===== src/rtl/irq_pkg.sv =====
package irq_pkg;
  localparam int REG_AW = 2;
  localparam logic [REG_AW-1:0] ADDR_FLAGS = 2'd0;
  localparam logic [REG_AW-1:0] ADDR_MASK  = 2'd1;

  typedef struct packed {
    logic a_seen;
    logic b_seen;
    logic open;
  } gate_state_t;
endpackage


===== src/rtl/irq_flag_bank.sv =====
module irq_flag_bank
  import irq_pkg::*;
#(
  parameter int N_SRC = 8
) (
  input  logic             clk,
  input  logic             rst_n,
  input  logic [N_SRC-1:0] src_evt,
  input  logic             clr_stb,
  input  logic             mask_stb,
  input  logic [N_SRC-1:0] wdata,
  output logic [N_SRC-1:0] flags,
  output logic [N_SRC-1:0] mask,
  output logic             any_unmasked
);
  logic [N_SRC-1:0] hit;

  for (genvar i = 0; i < N_SRC; i++) begin : g_src
    always_ff @(posedge clk or negedge rst_n) begin
      if (!rst_n) begin
        flags[i] <= 1'b0;
      end else if (src_evt[i]) begin
        flags[i] <= 1'b1;
      end else if (clr_stb && wdata[i]) begin
        flags[i] <= 1'b0;
      end
    end

    always_ff @(posedge clk or negedge rst_n) begin
      if (!rst_n) begin
        mask[i] <= 1'b0;
      end else if (mask_stb) begin
        mask[i] <= wdata[i];
      end
    end

    assign hit[i] = flags[i] & mask[i];
  end

  assign any_unmasked = |hit;


  evt_sets_flag_chk: assert property (@(posedge clk) disable iff (!rst_n)
    (src_evt != '0) |=> ((flags & $past(src_evt)) == $past(src_evt)));


  clear_takes_chk: assert property (@(posedge clk) disable iff (!rst_n)
    clr_stb |=> ((flags & $past(wdata & ~src_evt)) == '0));


  flag_hold_chk: assert property (@(posedge clk) disable iff (!rst_n)
    (!clr_stb && src_evt == '0) |=> (flags == $past(flags)));
endmodule


===== src/rtl/irq_sp_gate.sv =====
module irq_sp_gate
  import irq_pkg::*;
(
  input  logic clk,
  input  logic rst_n,
  input  logic spa_wr,
  input  logic spb_wr,
  output logic gate_open
);
  gate_state_t st_q, st_d;
  logic a_next, b_next;

  assign a_next = st_q.a_seen | spa_wr;
  assign b_next = st_q.b_seen | spb_wr;

  always_comb begin
    st_d = st_q;
    if (a_next && b_next) begin
      st_d.a_seen = 1'b0;
      st_d.b_seen = 1'b0;
      st_d.open   = 1'b1;
    end else if (spa_wr || spb_wr) begin
      st_d.a_seen = a_next;
      st_d.b_seen = b_next;
      st_d.open   = 1'b0;
    end
  end

  always_ff @(posedge clk or negedge rst_n) begin
    if (!rst_n) begin
      st_q <= '0;
    end else begin
      st_q <= st_d;
    end
  end

  assign gate_open = st_q.open;


  open_needs_write_chk: assert property (@(posedge clk) disable iff (!rst_n)
    $rose(gate_open) |-> $past(spa_wr || spb_wr));


  lone_write_closes_chk: assert property (@(posedge clk) disable iff (!rst_n)
    ((spa_wr && !spb_wr && !st_q.b_seen) || (spb_wr && !spa_wr && !st_q.a_seen))
      |=> !gate_open);


  pair_opens_chk: assert property (@(posedge clk) disable iff (!rst_n)
    ((spa_wr || st_q.a_seen) && (spb_wr || st_q.b_seen)) |=> gate_open);
endmodule


===== src/rtl/irq_nmi_latch.sv =====
module irq_nmi_latch (
  input  logic clk,
  input  logic rst_n,
  input  logic nmi_in,
  input  logic nmi_ack,
  output logic pending
);
  logic nmi_prev;
  logic edge_seen;

  assign edge_seen = nmi_in & ~nmi_prev;

  always_ff @(posedge clk or negedge rst_n) begin
    if (!rst_n) begin
      nmi_prev <= 1'b0;
      pending  <= 1'b0;
    end else begin
      nmi_prev <= nmi_in;
      if (edge_seen) begin
        pending <= 1'b1;
      end else if (nmi_ack) begin
        pending <= 1'b0;
      end
    end
  end


  nmi_capture_chk: assert property (@(posedge clk) disable iff (!rst_n)
    edge_seen |=> pending);


  nmi_ack_clears_chk: assert property (@(posedge clk) disable iff (!rst_n)
    (nmi_ack && !edge_seen) |=> !pending);


  nmi_keep_chk: assert property (@(posedge clk) disable iff (!rst_n)
    (pending && !nmi_ack) |=> pending);
endmodule


===== src/rtl/irq_gate_ctrl.sv =====
module irq_gate_ctrl
  import irq_pkg::*;
#(
  parameter int N_SRC = 8
) (
  input  logic              clk,
  input  logic              rst_n,
  input  logic [N_SRC-1:0]  src_evt,
  input  logic              bus_wr,
  input  logic [REG_AW-1:0] bus_addr,
  input  logic [N_SRC-1:0]  bus_wdata,
  output logic [N_SRC-1:0]  bus_rdata,
  input  logic              spa_wr,
  input  logic              spb_wr,
  input  logic              gie,
  input  logic              nmi_in,
  input  logic              nmi_ack,
  output logic              irq_req,
  output logic              nmi_req
);
  logic [N_SRC-1:0] flags, mask;
  logic any_unmasked, gate_open, nmi_pend;
  logic clr_stb, mask_stb;

  assign clr_stb  = bus_wr && (bus_addr == ADDR_FLAGS);
  assign mask_stb = bus_wr && (bus_addr == ADDR_MASK);

  irq_flag_bank #(.N_SRC(N_SRC)) u_flags (
    .clk(clk), .rst_n(rst_n), .src_evt(src_evt), .clr_stb(clr_stb),
    .mask_stb(mask_stb), .wdata(bus_wdata), .flags(flags), .mask(mask),
    .any_unmasked(any_unmasked)
  );

  irq_sp_gate u_gate (
    .clk(clk), .rst_n(rst_n), .spa_wr(spa_wr), .spb_wr(spb_wr),
    .gate_open(gate_open)
  );

  irq_nmi_latch u_nmi (
    .clk(clk), .rst_n(rst_n), .nmi_in(nmi_in), .nmi_ack(nmi_ack),
    .pending(nmi_pend)
  );

  always_comb begin
    unique case (bus_addr)
      ADDR_FLAGS: bus_rdata = flags;
      ADDR_MASK:  bus_rdata = mask;
      default:    bus_rdata = '0;
    endcase
  end

  assign irq_req = gate_open & gie & any_unmasked;
  assign nmi_req = gate_open & nmi_pend;


  irq_qualified_chk: assert property (@(posedge clk) disable iff (!rst_n)
    irq_req |-> (gate_open && gie && ((flags & mask) != '0)));


  nmi_gated_chk: assert property (@(posedge clk) disable iff (!rst_n)
    nmi_req |-> gate_open);


  lone_write_blocks_chk: assert property (@(posedge clk) disable iff (!rst_n)
    (gate_open && (spa_wr ^ spb_wr)) |=> (!irq_req && !nmi_req));
endmodule


===== config.mk =====
export PLATFORM = sky130hd
export DESIGN_NAME = irq_gate_ctrl
export DESIGN_NICKNAME = d
export VERILOG_FILES = /design/src/rtl/irq_pkg.sv /design/src/rtl/irq_flag_bank.sv /design/src/rtl/irq_sp_gate.sv /design/src/rtl/irq_nmi_latch.sv /design/src/rtl/irq_gate_ctrl.sv
export SDC_FILE = /design/constraint.sdc
export NUM_CORES = 1
export LEC_CHECK = 0
export BUFFER_PORTS_ARGS = -buffer_cell sky130_fd_sc_hd__buf_2
export CORE_MARGIN = 2
export CORE_UTILIZATION = 27
export CTS_CLUSTER_DIAMETER = 30
export DETAILED_ROUTE_END_ITERATION = 6
export GPL_TIMING_DRIVEN = 0
export SETUP_SLACK_MARGIN = 0.5
export SYNTH_ARGS = -nofsm -noshare
export SYNTH_HDL_FRONTEND = slang
export SYNTH_SLANG_ARGS = --single-unit

===== constraint.sdc =====
create_clock -name clk -period 1.1 [get_ports clk]
set_input_delay 0.055 -clock clk [delete_from_list [all_inputs] [get_ports clk]]
set_output_delay 0.055 -clock clk [all_outputs]
set_load 0.02 [all_outputs]

Word level (Yosys, flattened, before mapping):

Index checks and enable logic that the tools add are counted.

* register bits: 21
* word-level logic and storage cells: 82
* output and inout port bits: 10

* equality and inequality tests: 1
* multiplexer cells: 21
* bitwise gates (word level): 15
* reductions and logical operators: 24

Operator list (number)
* nonzero test 2 bit: 10
* 2-to-1 mux 1 bit: 18
* case mux 8 bit (2 select lines): 1
* bitwise AND 1 bit: 12
* logical AND 1 bit: 11
* OR reduction 8 bit: 1
* 2-to-1 mux 3 bit: 2
* == test 2 x 1 -> 1 bit (second input constant): 1
* zero test 2 bit: 1
* OR 1 bit: 2
* logical OR 1 bit: 1
* NOT 1 bit: 1

Logic depth before layout (Yosys ltp):

Gate-level depths: netlist of the first run.

* word-level depth: 5
* depth in mapped cells: 4

By module:

Synthesis of the first run repeated with hierarchy kept, for this count alone.

* cell total of the unflattened synthesis: 84
* area, all modules: 1007.2 um^2

Modules (own cells, without submodules)
* irq_flag_bank: seq. area each 400.4 um^2, instances 1, area an instance 663.1 um^2, cells an instance 47
* irq_gate_ctrl: seq. area each 0.0 um^2, instances 1, area an instance 158.9 um^2, cells an instance 22
* irq_sp_gate: seq. area each 75.1 um^2, instances 1, area an instance 115.1 um^2, cells an instance 10
* irq_nmi_latch: seq. area each 50.0 um^2, instances 1, area an instance 70.1 um^2, cells an instance 5

Worst setup path after synthesis of the first run:

No wires, ideal clock.

* path type: register -> output
* start: register u_flags.flags[3]
* end: output irq_req
* data arrival time: 875 ps
* slack: 170 ps
* cell stages (with the launch flop): 3
* required time: 1045 ps
* path through: dfrtp_1 -> a22oi_1 -> a41oi_1

* word-level cells in the longest chain between the ends: 3

Ends and longest elaborated chain
* start, declared: RTL line irq_flag_bank.sv:12 `output logic [N_SRC-1:0] flags,`
* start signal, assigned by index: RTL line irq_flag_bank.sv:21 `flags[i] <= 1'b0;`
* start signal, assigned by index: RTL line irq_flag_bank.sv:23 `flags[i] <= 1'b1;`
* start signal, assigned by index: RTL line irq_flag_bank.sv:25 `flags[i] <= 1'b0;`
* bitwise AND 1 bit: RTL line irq_flag_bank.sv:37 `assign hit[i] = flags[i] & mask[i];`
* OR reduction 8 bit: RTL line irq_flag_bank.sv:40 `assign any_unmasked = |hit;`
* bitwise AND 1 bit: RTL line irq_gate_ctrl.sv:52 `assign irq_req = gate_open & gie & any_unmasked;`
* end, declared: RTL line irq_gate_ctrl.sv:18 `output logic irq_req,`

No other way between the ends.

Worst setup path in the final report of the first run:

* start: register u_flags.mask[7]
* end: output irq_req

* word-level cells in the longest chain between the ends: 3

Ends and longest elaborated chain
* start, declared: RTL line irq_flag_bank.sv:13 `output logic [N_SRC-1:0] mask,`
* start signal, assigned by index: RTL line irq_flag_bank.sv:33 `mask[i] <= wdata[i];`
* bitwise AND 1 bit: RTL line irq_flag_bank.sv:37
* OR reduction 8 bit: RTL line irq_flag_bank.sv:40
* bitwise AND 1 bit: RTL line irq_gate_ctrl.sv:52

No other way between the ends.

==> load_flow_metrics.sql, run 1 <==
INSERT INTO impl_metrics (metric_group, metric, value, unit) VALUES
('status', 'outcome', 'complete, but fails checks', ''),
('status', 'violations_in_the_final_reports', 'negative hold slack, negative setup slack', ''),
('synth', 'yosysWarningCount', '0', ''),
('placed_design', 'place_congestion', '0.6789', ''),
('routing', 'first_pass_iters', '2', ''),
('setup_path', 'critical_path_peak_fanout', '2', ''),
('routing', 'vias_per_cell', '4.674', ''),
('routing', 'finalWirelength', '2584', 'µm'),
('synth', 'synth_enable_flop_cells', '0', ''),
('setup_path', 'crit_path_max_incr_delay', '400', 'ps'),
('hold_path', 'worst_hold_path_class', 'in2async', ''),
('sta', 'timing.slew.headroom', '0.6790', ''),
('placed_design', 'dpl.cell_count', '164', ''),
('setup_path', 'critical-path-top-delay-family', 'flip-flops', ''),
('clock_network', 'cts.path.max_buffers', '2', ''),
('cells_and_area', 'area.growth.synth_to_final', '49.28', '%'),
('floorplanning', 'die_height', '66.10', 'µm'),
('pwr', 'power_report.internal_total', '1.463', 'mW'),
('setup_path', 'worstPathArrival', '1180', 'ps'),
('sta', 'setup_viol', '3', ''),
('sta', 'setup_ws', '-138.6', 'ps'),
('floorplanning', 'initial_util', '0.2822', ''),
('floorplanning', 'die_width', '66.10', 'µm'),
('setup_path', 'worst-path-stages', '3', ''),
('sta', 'period_minus_slack', '1239', 'ps'),
('routing', 'num_vias', '846', ''),
('clock_network', 'tritoncts.num_buffers', '3', ''),
('synth', 'synth_nets', '108', ''),
('setup_path', 'cp-start-kind', 'flip-flop', ''),
('clock_network', 'tritoncts', 'built', ''),
('pwr', 'swShare', '0.2760', ''),
('sta', 'final-max-slew-violation-count', '0', ''),
('setup_path', 'crit_path_cell_trace', 'a22oi_2, a41oi_2, buf_4', ''),
('synth', 'synth.largest_area_cell', 'sky130_fd_sc_hd__dfrtp_1', ''),
('job', 'max-cap-violations', '0', ''),
('setup_path', 'end_kind', 'output pin', ''),
('sta', 'finalHoldViolations', '32', ''),
('pwr', 'power.share.clock', '0.250', ''),
('sta', 'final.setup_skew', '0.2869', 'ps'),
('pwr', 'power.density', '1300', 'nW/µm²'),
('global_route', 'antenna_violations_before_repair', '0', ''),
('clock_network', 'clock_tree.htree_level_count', '1', ''),
('floorplanning', 'floorplan.core_area', '3689', 'µm²'),
('sta', 'worst_hold_slack', '-253.5', 'ps'),
('setup_path', 'worstSetupPathType', 'reg2out', ''),
('clock_network', 'clk_root_buffer_cell', 'sky130_fd_sc_hd__clkbuf_8', ''),
('global_route', 'grt_pass1_wl', '3919', 'µm'),
('placed_design', 'hpwl_dp', '1826', 'µm'),
('pwr', 'worst_voltage_drop_across_the_vdd_grid', '0.9953', 'mV'),
('pwr', 'switchingPower', '0.5578', 'mW'),
('setup_path', 'rr_worst_depth', '2', ''),
('global_route', 'largest_net_degree_at_the_start_of_global_routing', '22', ''),
('pwr', 'power.share.combinational', '0.290', ''),
('routing', 'antenna_left', '0', ''),
('synth', 'synthesis.instances', '82', ''),
('global_route', 'groute.usage.overall', '0.1221', ''),
('pwr', 'totalPowerFinal', '2.021', 'mW'),
('synth', 'yosys_register_bits', '21', ''),
('setup_path', 'cpMaxStageDelayCell', 'sky130_fd_sc_hd__dfrtp_1', ''),
('sta', 'grt_setup_unrepaired', 'true', ''),
('cells_and_area', 'antennaDiodeCount', '0', ''),
('synth', 'synth_top_flop_cell', 'sky130_fd_sc_hd__dfrtp_1', ''),
('synth', 'most_frequently_used_cell_type_in_the_post_synthesis_netlist', 'sky130_fd_sc_hd__dfrtp_1', ''),
('floorplanning', 'die_outline_area', '4369', 'µm²'),
('synth', 'yosysUniqueCellTypes', '19', ''),
('pwr', 'p_seq_frac', '0.460', ''),
('setup_path', 'worst_reg2reg_endpoint', 'u_flags.mask[1]', ''),
('floorplanning', 'number_of_i_o_pins', '36', ''),
('sta', 'tightestPinTransition', '481.4', 'ps'),
('floorplanning', 'num_rows', '22', ''),
('setup_path', 'r2r_setup_slack', '190', 'ps');
cells in the final DEF (no fill, tap or decap), drive strengths merged:
cell / synthesis / final
nand4bb: 8 / 8
inv: 2 / 2
buf: 3 / 49
and2: 1 / 1
dlygate4sd3: 0 / 1
nand2: 1 / 1
o22ai: 1 / 1
a41oi: 1 / 1
a22oi: 5 / 5
a21o: 8 / 8
nand2b: 2 / 2
mux2i: 8 / 8
nor3: 2 / 2
dfrtp: 21 / 21
nor2: 10 / 10
nand3b: 1 / 1
clkbuf: 0 / 4
mux2: 8 / 8
kinds of logic after synthesis:
kind of cell,Yosys count,share of synthesized area
and+or+nand+nor,25,0.1731
buffers and inverters,5,0.03966
DFF,21,0.5048
AOI/OAI and AO/OA,15,0.1082
muxes,16,0.1743
through the flow:
step | setup TNS [ps] | util | setup slack (ps)
floorplan | 0 | - | 225.9
global placement | 0 | 0.3545 | 15.37
detailed placement | 0 | 0.3545 | 2.449
CTS | -313.3 | 0.4013 | -144.3
global route | -712.7 | 0.4213 | -192.0
finish | -303.4 | 0.4213 | -138.6
what timing repair did:
action / CTS / global route
endpoints found under the hold margin: 33 / 32
setup endpoints to repair: 30 / 30
setup buffers: 5 / 7
pin swaps: 3 / 1
gates resized for setup: 20 / 5
flip-flops by register name, indices dropped and copies added, names as in the netlist:
| register | count |
|---|---|
| u_nmi.nmi_prev | 1 |
| u_flags.mask | 8 |
| u_gate.st_q | 2 |
| u_gate.gate_open | 1 |
| u_flags.flags | 8 |
| u_nmi.pending | 1 |
power by group through the flow:
stage                     logic (mW)  registers (mW)  clock network [mW]
after global placement         0.420           0.929                   0
after detailed placement       0.431           0.936                   0
after global routing           0.629           0.937               0.555
after floorplan                0.288           0.915                   0
final                          0.586           0.929               0.506
after CTS                      0.523           0.927               0.515
worst max-delay path by stage:
stage                    start  slack (ps)         endpoint
4_1_cts        u_flags.mask[5]        -140          irq_req
2_1_floorplan      bus_addr[0]         230  u_flags.mask[0]
6_report       u_flags.mask[7]        -140          irq_req
3_5_place_dp       bus_addr[1]           2  u_flags.mask[0]
3_3_place_gp       bus_addr[1]          20  u_flags.mask[6]
5_1_grt        u_flags.mask[5]        -190          irq_req
layout make-up:
type                            count  area (µm²)
Multi-Input combinational cell     56       544.3
Clock buffer                        4       45.04
Inverter                            2       7.507
Fill cell                         361        2135
Tap cell                           48       60.06
Timing Repair Buffer               47       330.3
Buffer                              3       41.29
Sequential cell                    21       525.5
routing by layer:
layer | GRT usage | vias up | part of all wire
met4 | 0.02296 | 0 | 0.0031
met1 | 0.1426 | 417 | 0.42
met2 | 0.2125 | 23 | 0.51
met5 | 0 | - | 0
met3 | 0.04770 | 2 | 0.067
li1 | - | 404 | -
Power figures use the tool's default switching activity.
==> inputs of run 2 (changes only) <==
- ABC_AREA: not set -> 1
==> run 2 against run 1 <==
  * The run still ends with negative hold slack, negative setup slack left
  * Utilization is 4.6 points higher
  * Register-to-register slack better by 60 ps
  * Non-clock buffer count is 1 lower
  * Clock power is 3% lower
  * Sequential power is 3.6% lower
  * Maximum frequency is 3.6% higher
  * Global-route usage is 0.11 points higher
  * Clock skew hardly changed
  * Setup slack better by 43 ps
  * Final cell count is 23% higher
  * Total power is 0.29% higher
==> load_flow_metrics.sql, run 2 <==
INSERT INTO impl_metrics (metric_group, metric, value, unit) VALUES
('setup_path', 'end_kind', 'output pin', ''),
('cells_and_area', 'final_net_count', '201', ''),
('routing', 'vias_per_cell', '4.284', ''),
('synth', 'yosys_register_bits', '21', ''),
('global_route', 'grt_pass1_wl', '4091', 'µm'),
('synth', 'synth_area_per_cell', '8.389', 'µm²'),
('routing', 'num_vias', '951', ''),
('placed_design', 'hpwl_dp', '1767', 'µm'),
('sta', 'worst_hold_slack', '-254.1', 'ps'),
('sta', 'timing.slew.headroom', '0.6825', ''),
('sta', 'final.setup_skew', '0.6827', 'ps'),
('global_route', 'vias_in_the_first_global_route', '944', ''),
('clock_network', 'clk_latency', '250', 'ps'),
('global_route', 'groute.usage.overall', '0.1233', ''),
('placed_design', 'port-buffer-count', '35', ''),
('sta', 'grt_setup_unrepaired', 'true', ''),
('floorplanning', 'number_of_i_o_pins', '36', ''),
('clock_network', 'tritoncts', 'built', ''),
('sta', 'setup_viol', '2', ''),
('clock_network', 'clk_root_buffer_cell', 'sky130_fd_sc_hd__clkbuf_8', ''),
('synth', 'synth_common_cells', '30 x sky130_fd_sc_hd__nand2_1, 22 x sky130_fd_sc_hd__inv_1, 21 x sky130_fd_sc_hd__dfrtp_1', ''),
('sta', 'final_min_period_over_clock_period', '1.087', ''),
('floorplanning', 'floorplan.core_area', '3661', 'µm²'),
('synth', 'synth-simple-area-share', '0.2090', ''),
('sta', 'setup_ws', '-95.74', 'ps'),
('synth', 'synth_compound_gate_area_share', '0.1822', ''),
('job', 'max-cap-violations', '0', ''),
('setup_path', 'worstPathArrival', '1140', 'ps'),
('synth', 'synth_enable_flop_cells', '0', ''),
('synth', 'synthesis.area', '1023', 'µm²'),
('setup_path', 'required_time_of_the_worst_setup_path', '1040', 'ps'),
('pwr', 'power_report.internal_total', '1.415', 'mW'),
('sta', 'final-max-slew-violation-count', '0', ''),
('pwr', 'swShare', '0.3017', ''),
('synth', 'yosysWarningCount', '0', ''),
('pwr', 'switchingPower', '0.6114', 'mW'),
('routing', 'first_iter_violations', '10', ''),
('clock_network', 'clock_tree.htree_level_count', '1', ''),
('pwr', 'totalPowerFinal', '2.027', 'mW'),
('synth', 'yosys.area_share.xor_xnor', '0', ''),
('synth', 'synthesis.instances', '122', ''),
('sta', 'max_freq', '836.3', 'MHz'),
('synth', 'yosysUniqueCellTypes', '16', ''),
('setup_path', 'critical_path_peak_fanout', '2', ''),
('placed_design', 'place_congestion', '0.7455', ''),
('routing', 'detail_route.wl_per_cell', '10.82', 'µm'),
('clock_network', 'cts.path.max_buffers', '2', ''),
('placed_design', 'place_ws', '38.81', 'ps'),
('clock_network', 'path_clk_slew', '80', 'ps'),
('cells_and_area', 'layout_top_registers', 'u_flags.flags: 8 flops, u_flags.mask: 8 flops, u_gate.st_q: 2 flops', ''),
('synth', 'synth_top_flop_cell', 'sky130_fd_sc_hd__dfrtp_1', ''),
('sta', 'finalHoldViolations', '27', ''),
('global_route', 'global_route.overflow_total', '0', ''),
('synth', 'async_set_or_reset_register_ratio_after_synthesis', '1.000', ''),
('pwr', 'power.share.combinational', '0.315', ''),
('floorplanning', 'die_height', '65.57', 'µm'),
('routing', 'post-route-drc-count', '0', ''),
('cells_and_area', 'layout.cells.most_common_list', '26 x sky130_fd_sc_hd__buf_2, 21 x sky130_fd_sc_hd__nand2_1, 21 x sky130_fd_sc_hd__dfrtp_1, 16 x sky130_fd_sc_hd__buf_6, 12 x sky130_fd_sc_hd__inv_1', ''),
('floorplanning', 'die_outline_area', '4299', 'µm²'),
('cells_and_area', 'final_design_area_no_fill', '1710', 'µm²'),
('pwr', 'power.share.clock', '0.243', ''),
('synth', 'synth.top_cells.by_area', 'sky130_fd_sc_hd__dfrtp_1 51%, sky130_fd_sc_hd__nand2_1 11%, sky130_fd_sc_hd__inv_1 8.1%', ''),
('sta', 'period_minus_slack', '1196', 'ps'),
('synth', 'synth.largest_area_cell', 'sky130_fd_sc_hd__dfrtp_1', ''),
('sta', 'timing.setup.tns', '-155.4', 'ps'),
('pwr', 'worst_voltage_drop_across_the_vdd_grid', '0.6649', 'mV'),
('routing', 'first_pass_iters', '3', ''),
('pwr', 'total_leakage_power', '0.9241', 'nW'),
('synth', 'synth_fa_ha_area_frac', '0', ''),
('sta', 'tightestPinTransition', '476.3', 'ps'),
('routing', 'finalWirelength', '2402', 'µm'),
('status', 'violations_in_the_final_reports', 'negative hold slack, negative setup slack', ''),
('floorplanning', 'initial_util', '0.2796', ''),
('routing', 'antenna_left', '0', ''),
('cells_and_area', 'area.growth.synth_to_final', '67.11', '%'),
('synth', 'synthMuxAreaShare', '0', ''),
('hold_path', 'worst_hold_path_class', 'in2async', ''),
('status', 'outcome', 'complete, but fails checks', ''),
('global_route', 'largest_net_degree_at_the_start_of_global_routing', '22', ''),
('synth', 'synth_top_family_by_area', 'simple AND/OR/NAND/NOR gates', ''),
('clock_network', 'clkSinkCount', '21', ''),
('pwr', 'p_seq_frac', '0.442', ''),
('synth', 'synth_nets', '148', ''),
('clock_network', 'tritoncts.num_buffers', '3', ''),
('cells_and_area', 'drive_above_1_share', '0.5747', ''),
('placed_design', 'placed_cell_area', '1386', 'µm²'),
('synth', 'most_frequently_used_cell_type_in_the_post_synthesis_netlist', 'sky130_fd_sc_hd__nand2_1', ''),
('floorplanning', 'num_rows', '22', ''),
('pwr', 'power.density', '1185', 'nW/µm²'),
('synth', 'post-synth-top-area-fraction', '0.5134', ''),
('clock_network', 'postCtsHoldBufs', '1', ''),
('floorplanning', 'die_width', '65.57', 'µm'),
('global_route', 'antenna_violations_before_repair', '0', ''),
('setup_path', 'cp-start-kind', 'flip-flop', ''),
('synth', 'ys_seq_area_frac', '0.5134', ''),
('setup_path', 'worstSetupPathType', 'reg2out', ''),
('cells_and_area', 'antennaDiodeCount', '0', ''),
('cells_and_area', 'mostFrequentLayoutCell', 'sky130_fd_sc_hd__buf_2', '');
==> run 2: changes by cell type after synthesis, moves of 5 or more <==
cell                        change
sky130_fd_sc_hd__a21o_1         -8
sky130_fd_sc_hd__a22oi_1        -5
sky130_fd_sc_hd__inv_1         +20
sky130_fd_sc_hd__mux2_2         -5
sky130_fd_sc_hd__mux2i_1        -8
sky130_fd_sc_hd__nand2_1       +29
sky130_fd_sc_hd__nand4bb_1      -8
sky130_fd_sc_hd__o21ai_0        +9
sky130_fd_sc_hd__o21ai_2        +8
sky130_fd_sc_hd__o21bai_1       +8
==> run 2: timing repair <==
| item | CTS | global route |
|---|---|---|
| endpoints found under the setup margin | 30 | 30 |
| pin swaps | 17 | 7 |
| resized for setup | 34 | 14 |
| hold endpoints to repair | 29 | 27 |
| setup buffers | 9 | 3 |
==> run 2: cell type report <==
class / count / area, µm²
clock inverters: 1 / 5.005
plain buffers: 1 / 20.02
fillers: 360 / 1951
clock buffers: 3 / 41.29
repair buffers: 48 / 370.4
flip-flops and latches: 21 / 525.5
multi-input cells: 77 / 581.8
well taps: 48 / 60.06
inverters: 23 / 106.4
==> run 2: worst max-delay path: stages, from the launching register on <==
cell,delay (ps)
sky130_fd_sc_hd__dfrtp_1,400
sky130_fd_sc_hd__nand2_1,80
sky130_fd_sc_hd__nand2_1,70
sky130_fd_sc_hd__nor2_2,120
sky130_fd_sc_hd__a21oi_2,60
sky130_fd_sc_hd__buf_4,150
==> run 2: final timing paths <==
path	start	to	slack (ps)	cells after the start
worst max-delay path	u_flags.flags[3]	irq_req	-100	5
worst min-delay path	rst_n	u_flags.flags[5]	-250	1
worst max register to register	u_flags.flags[7]	u_flags.flags[7]	250	4
worst min register to register	u_nmi.nmi_prev	u_nmi.pending	440	1
max in group asynchronous	rst_n	u_flags.mask[3]	1030	1
min in group clk	nmi_ack	u_nmi.pending	-20	2
==> run 2: cells by family (layout without fill, tap and decap cells) <==
| family | after synthesis | count (layout) |
|---|---|---|
| flops | 21 | 21 |
| buf+inv | 24 | 76 |
| compound gates | 27 | 27 |
| simple gates | 50 | 50 |
==> run 2: metrics by stage <==
step | utilization | cells
after floorplan | - | 122
after CTS | 0.4474 | 219
after detailed placement | 0.3787 | 205
final | 0.4672 | 222
after global routing | 0.4672 | 222
after global placement | 0.3787 | 205
==> run 2: power by group through the flow <==
stage	sequential, mW	clock, mW	combinational, mW
2_1_floorplan	0.898	0	0.304
3_3_place_gp	0.907	0	0.427
3_5_place_dp	0.910	0	0.436
4_1_cts	0.893	0.506	0.598
5_1_grt	0.905	0.553	0.695
6_report	0.896	0.493	0.637
==> run 2: routing by layer <==
layer | part of all wire | wire length (µm) | track usage | vias to the layer above
met3 | 0.050 | 119 | 0.02226 | 2
li1 | - | - | - | 482
met2 | 0.52 | 1250 | 0.2156 | 26
met1 | 0.43 | 1021 | 0.1566 | 441
met4 | 0.0050 | 12 | 0.03125 | 0
met5 | 0 | 0 | 0 | -
==> inputs of run 3 (changes only) <==
- CAP_MARGIN: not set -> 25
- CTS_BUF_LIST: not set -> sky130_fd_sc_hd__clkbuf_8
- clock period: 1.1 -> 1.3 ns (I/O delays scaled with it)
==> run 3 against run 2 <==
  * The flow now finishes without violations
  * Largest power group unchanged
  * Critical path depth did not move
  * Largest cell class is now sequential cells
  * Final cell count is 0.45% higher
  * Hold slack improved by 250 ps
  * Utilization is 4.0 points lower
  * First-iteration DRC count is 80% higher
  * Non-clock buffer count increased by 1
  * Sequential cell count did not move
  * Combinational power shrank 25%
  * Sequential share of layout area is 2.8 points higher
  * Register-to-register slack better by 220 ps
  * Sequential power is 16% lower
  * Die area did not move
==> load_flow_metrics.sql, run 3 (same netlist as run 2, synthesis figures left out) <==
INSERT INTO impl_metrics (metric_group, metric, value, unit) VALUES
('routing', 'vias_per_cell', '4.197', ''),
('clock_network', 'path_clk_slew', '80', 'ps'),
('global_route', 'antenna_violations_before_repair', '0', ''),
('global_route', 'largest_net_degree_at_the_start_of_global_routing', '22', ''),
('setup_path', 'worst_path_most_repeated_cell', 'sky130_fd_sc_hd__nand2_1', ''),
('cells_and_area', 'mostFrequentLayoutCell', 'sky130_fd_sc_hd__buf_2', ''),
('setup_path', 'cpMaxStageDelayCell', 'sky130_fd_sc_hd__dfrtp_1', ''),
('hold_path', 'hold_path.startpoint', 'src_evt[3]', ''),
('clock_network', 'clkSinkCount', '21', ''),
('global_route', 'groute.usage.overall', '0.1230', ''),
('global_route', 'met3_grt_util', '0.03082', ''),
('cells_and_area', 'antennaDiodeCount', '0', ''),
('cells_and_area', 'area.growth.synth_to_final', '52.93', '%'),
('floorplanning', 'die_outline_area', '4299', 'µm²'),
('floorplanning', 'die_width', '65.57', 'µm'),
('placed_design', 'port-buffer-count', '35', ''),
('pwr', 'power_report.internal_total', '1.168', 'mW'),
('sta', 'final_min_period_over_clock_period', '0.8966', ''),
('setup_path', 'required_time_of_the_worst_setup_path', '1240', 'ps'),
('routing', 'antenna_left', '0', ''),
('cells_and_area', 'layout.cells.non_filler', '223', ''),
('placed_design', 'dpl.cell_count', '205', ''),
('status', 'outcome', 'completed', ''),
('hold_path', 'worst_hold_path.num_cells', '2', ''),
('sta', 'tightestPinTransition', '466.4', 'ps'),
('placed_design', 'place_congestion', '0.7185', ''),
('setup_path', 'rr_startpoint', 'u_gate.st_q[2]', ''),
('global_route', 'global_route.overflow_total', '0', ''),
('pwr', 'worst_voltage_drop_across_the_vdd_grid', '0.3455', 'mV'),
('cells_and_area', 'final_design_area_no_fill', '1565', 'µm²'),
('sta', 'timing.slew.headroom', '0.6891', ''),
('setup_path', 'critical_path_peak_fanout', '2', ''),
('floorplanning', 'initial_util', '0.2796', ''),
('setup_path', 'cp-start-kind', 'flip-flop', ''),
('clock_network', 'clk_root_buffer_cell', 'sky130_fd_sc_hd__clkbuf_8', ''),
('hold_path', 'holdPathEnd', 'u_flags.flags[3]', ''),
('routing', 'post-route-drc-count', '0', ''),
('cells_and_area', 'final_net_count', '202', ''),
('placed_design', 'hpwl_dp', '1709', 'µm'),
('pwr', 'switchingPower', '0.4746', 'mW'),
('routing', 'first_pass_iters', '4', ''),
('pwr', 'power.share.clock', '0.254', ''),
('floorplanning', 'floorplan.core_area', '3661', 'µm²'),
('floorplanning', 'die_height', '65.57', 'µm'),
('sta', 'setup_viol', '0', ''),
('setup_path', 'worst_reg2reg_endpoint', 'u_gate.gate_open', ''),
('setup_path', 'worstSetupPathType', 'reg2out', ''),
('cells_and_area', 'layout_top_registers', 'u_flags.flags: 8 flops, u_flags.mask: 8 flops, u_gate.st_q: 2 flops', ''),
('hold_path', 'worst_hold_path_class', 'in2reg', ''),
('job', 'max-cap-violations', '0', ''),
('clock_network', 'clk_latency', '250', 'ps'),
('setup_path', 'r2r_setup_slack', '470', 'ps'),
('pwr', 'swShare', '0.2890', ''),
('pwr', 'p_seq_frac', '0.456', ''),
('setup_path', 'end_kind', 'output pin', ''),
('cells_and_area', 'drive_above_1_share', '0.4800', ''),
('pwr', 'power.density', '1049', 'nW/µm²'),
('routing', 'detail_route.wl_per_cell', '10.64', 'µm'),
('setup_path', 'rr_worst_depth', '3', ''),
('cells_and_area', 'multiInputGateArea', '460.4', 'µm²'),
('routing', 'num_vias', '936', ''),
('setup_path', 'crit_path_cell_trace', 'nand2_1, nand2_1, nor2_2, a21oi_2, buf_6', ''),
('sta', 'grt_setup_unrepaired', 'true', ''),
('clock_network', 'tritoncts', 'built', ''),
('floorplanning', 'number_of_i_o_pins', '36', ''),
('routing', 'first_iter_violations', '18', ''),
('routing', 'finalWirelength', '2373', 'µm'),
('sta', 'period_minus_slack', '1166', 'ps'),
('floorplanning', 'num_rows', '22', ''),
('sta', 'final-max-slew-violation-count', '0', ''),
('global_route', 'gr-usage-met2', '0.2092', ''),
('cells_and_area', 'total_of_fill_cells_in_the_finished_design', '369', ''),
('global_route', 'global_route.usage.met1', '0.1588', ''),
('pwr', 'power.share.combinational', '0.290', ''),
('cells_and_area', 'layout.cells.most_common_list', '25 x sky130_fd_sc_hd__buf_2, 24 x sky130_fd_sc_hd__nand2_1, 21 x sky130_fd_sc_hd__dfrtp_1, 19 x sky130_fd_sc_hd__inv_1', ''),
('setup_path', 'setup.worst_path.start', 'u_flags.mask[1]', ''),
('sta', 'timing.setup.tns', '0', 'ps'),
('placed_design', 'placed_cell_area', '1267', 'µm²'),
('global_route', 'top_usage_layer', 'met2', ''),
('global_route', 'vias_in_the_first_global_route', '948', ''),
('sta', 'finalHoldViolations', '0', ''),
('clock_network', 'clock_tree.htree_level_count', '1', ''),
('sta', 'final.setup_skew', '0.9603', 'ps'),
('clock_network', 'cts.path.max_buffers', '2', ''),
('global_route', 'grt_pass1_wl', '4133', 'µm'),
('setup_path', 'worstPathArrival', '1100', 'ps'),
('sta', 'max_freq', '857.9', 'MHz'),
('cells_and_area', 'seqCellArea', '525.5', 'µm²'),
('setup_path', 'crit_path_max_incr_delay', '390', 'ps'),
('clock_network', 'tritoncts.num_buffers', '3', ''),
('pwr', 'total_leakage_power', '0.8677', 'nW');
-- run 3: what timing repair did --
item	CTS	global route
hold buffers	5	1
endpoints found under the setup margin	12	14
endpoints found under the hold margin	25	1
gates resized for setup	23	21
setup buffers	7	1
pin swaps	9	4
-- run 3: power by group through the flow --
stage          clock network [mW]  registers, mW  logic [mW]
2_1_floorplan                   0          0.759       0.209
3_3_place_gp                    0          0.765       0.317
3_5_place_dp                    0          0.766       0.319
4_1_cts                     0.427          0.748       0.430
5_1_grt                     0.466          0.758       0.525
6_report                    0.417          0.750       0.476
-- run 3: cell type report --
cell class | instances | share of cell area
Timing Repair Buffer | 49 | 0.2382
Sequential cell | 21 | 0.3357
Inverter | 23 | 0.05675
Clock buffer | 3 | 0.02638
Multi-Input combinational cell | 77 | 0.2942
Clock inverter | 1 | 0.003197
Buffer | 1 | 0.007194
Tap cell | 48 | 0.03837
-- run 3: critical path, delay by kind of cell, from the launching register on --
family	cells	cell delay (ps)
buffers and inverters	1	130
AND/OR/NAND/NOR	3	270
AO/OA/AOI/OAI	1	60
flip-flops	1	390
-- run 3: how the worst max path moves through the flow --
stage	to
3_5_place_dp	u_flags.flags[1]
4_1_cts	irq_req
2_1_floorplan	irq_req
3_3_place_gp	bus_rdata[7]
5_1_grt	irq_req
6_report	irq_req
-- run 3: per-layer routing --
layer	up-vias	part of all wire
met5	-	0
met4	0	0.0017
met3	2	0.062
li1	481	-
met1	428	0.46
met2	25	0.47
-- run 3: per-stage QoR --
| stage | power (mW) | hold WS (ps) | util | setup slack, ps |
|---|---|---|---|---|
| 2_1_floorplan | 0.9677 | -230.6 | - | 489.2 |
| 5_1_grt | 1.750 | 0.1533 | 0.4275 | 70.38 |
| 3_5_place_dp | 1.086 | 49.76 | 0.3462 | 318.5 |
| 6_report | 1.643 | 0.1114 | 0.4275 | 134.4 |
| 3_3_place_gp | 1.082 | 51.84 | 0.3462 | 312.2 |
| 4_1_cts | 1.605 | 1.901 | 0.4036 | 140.2 |
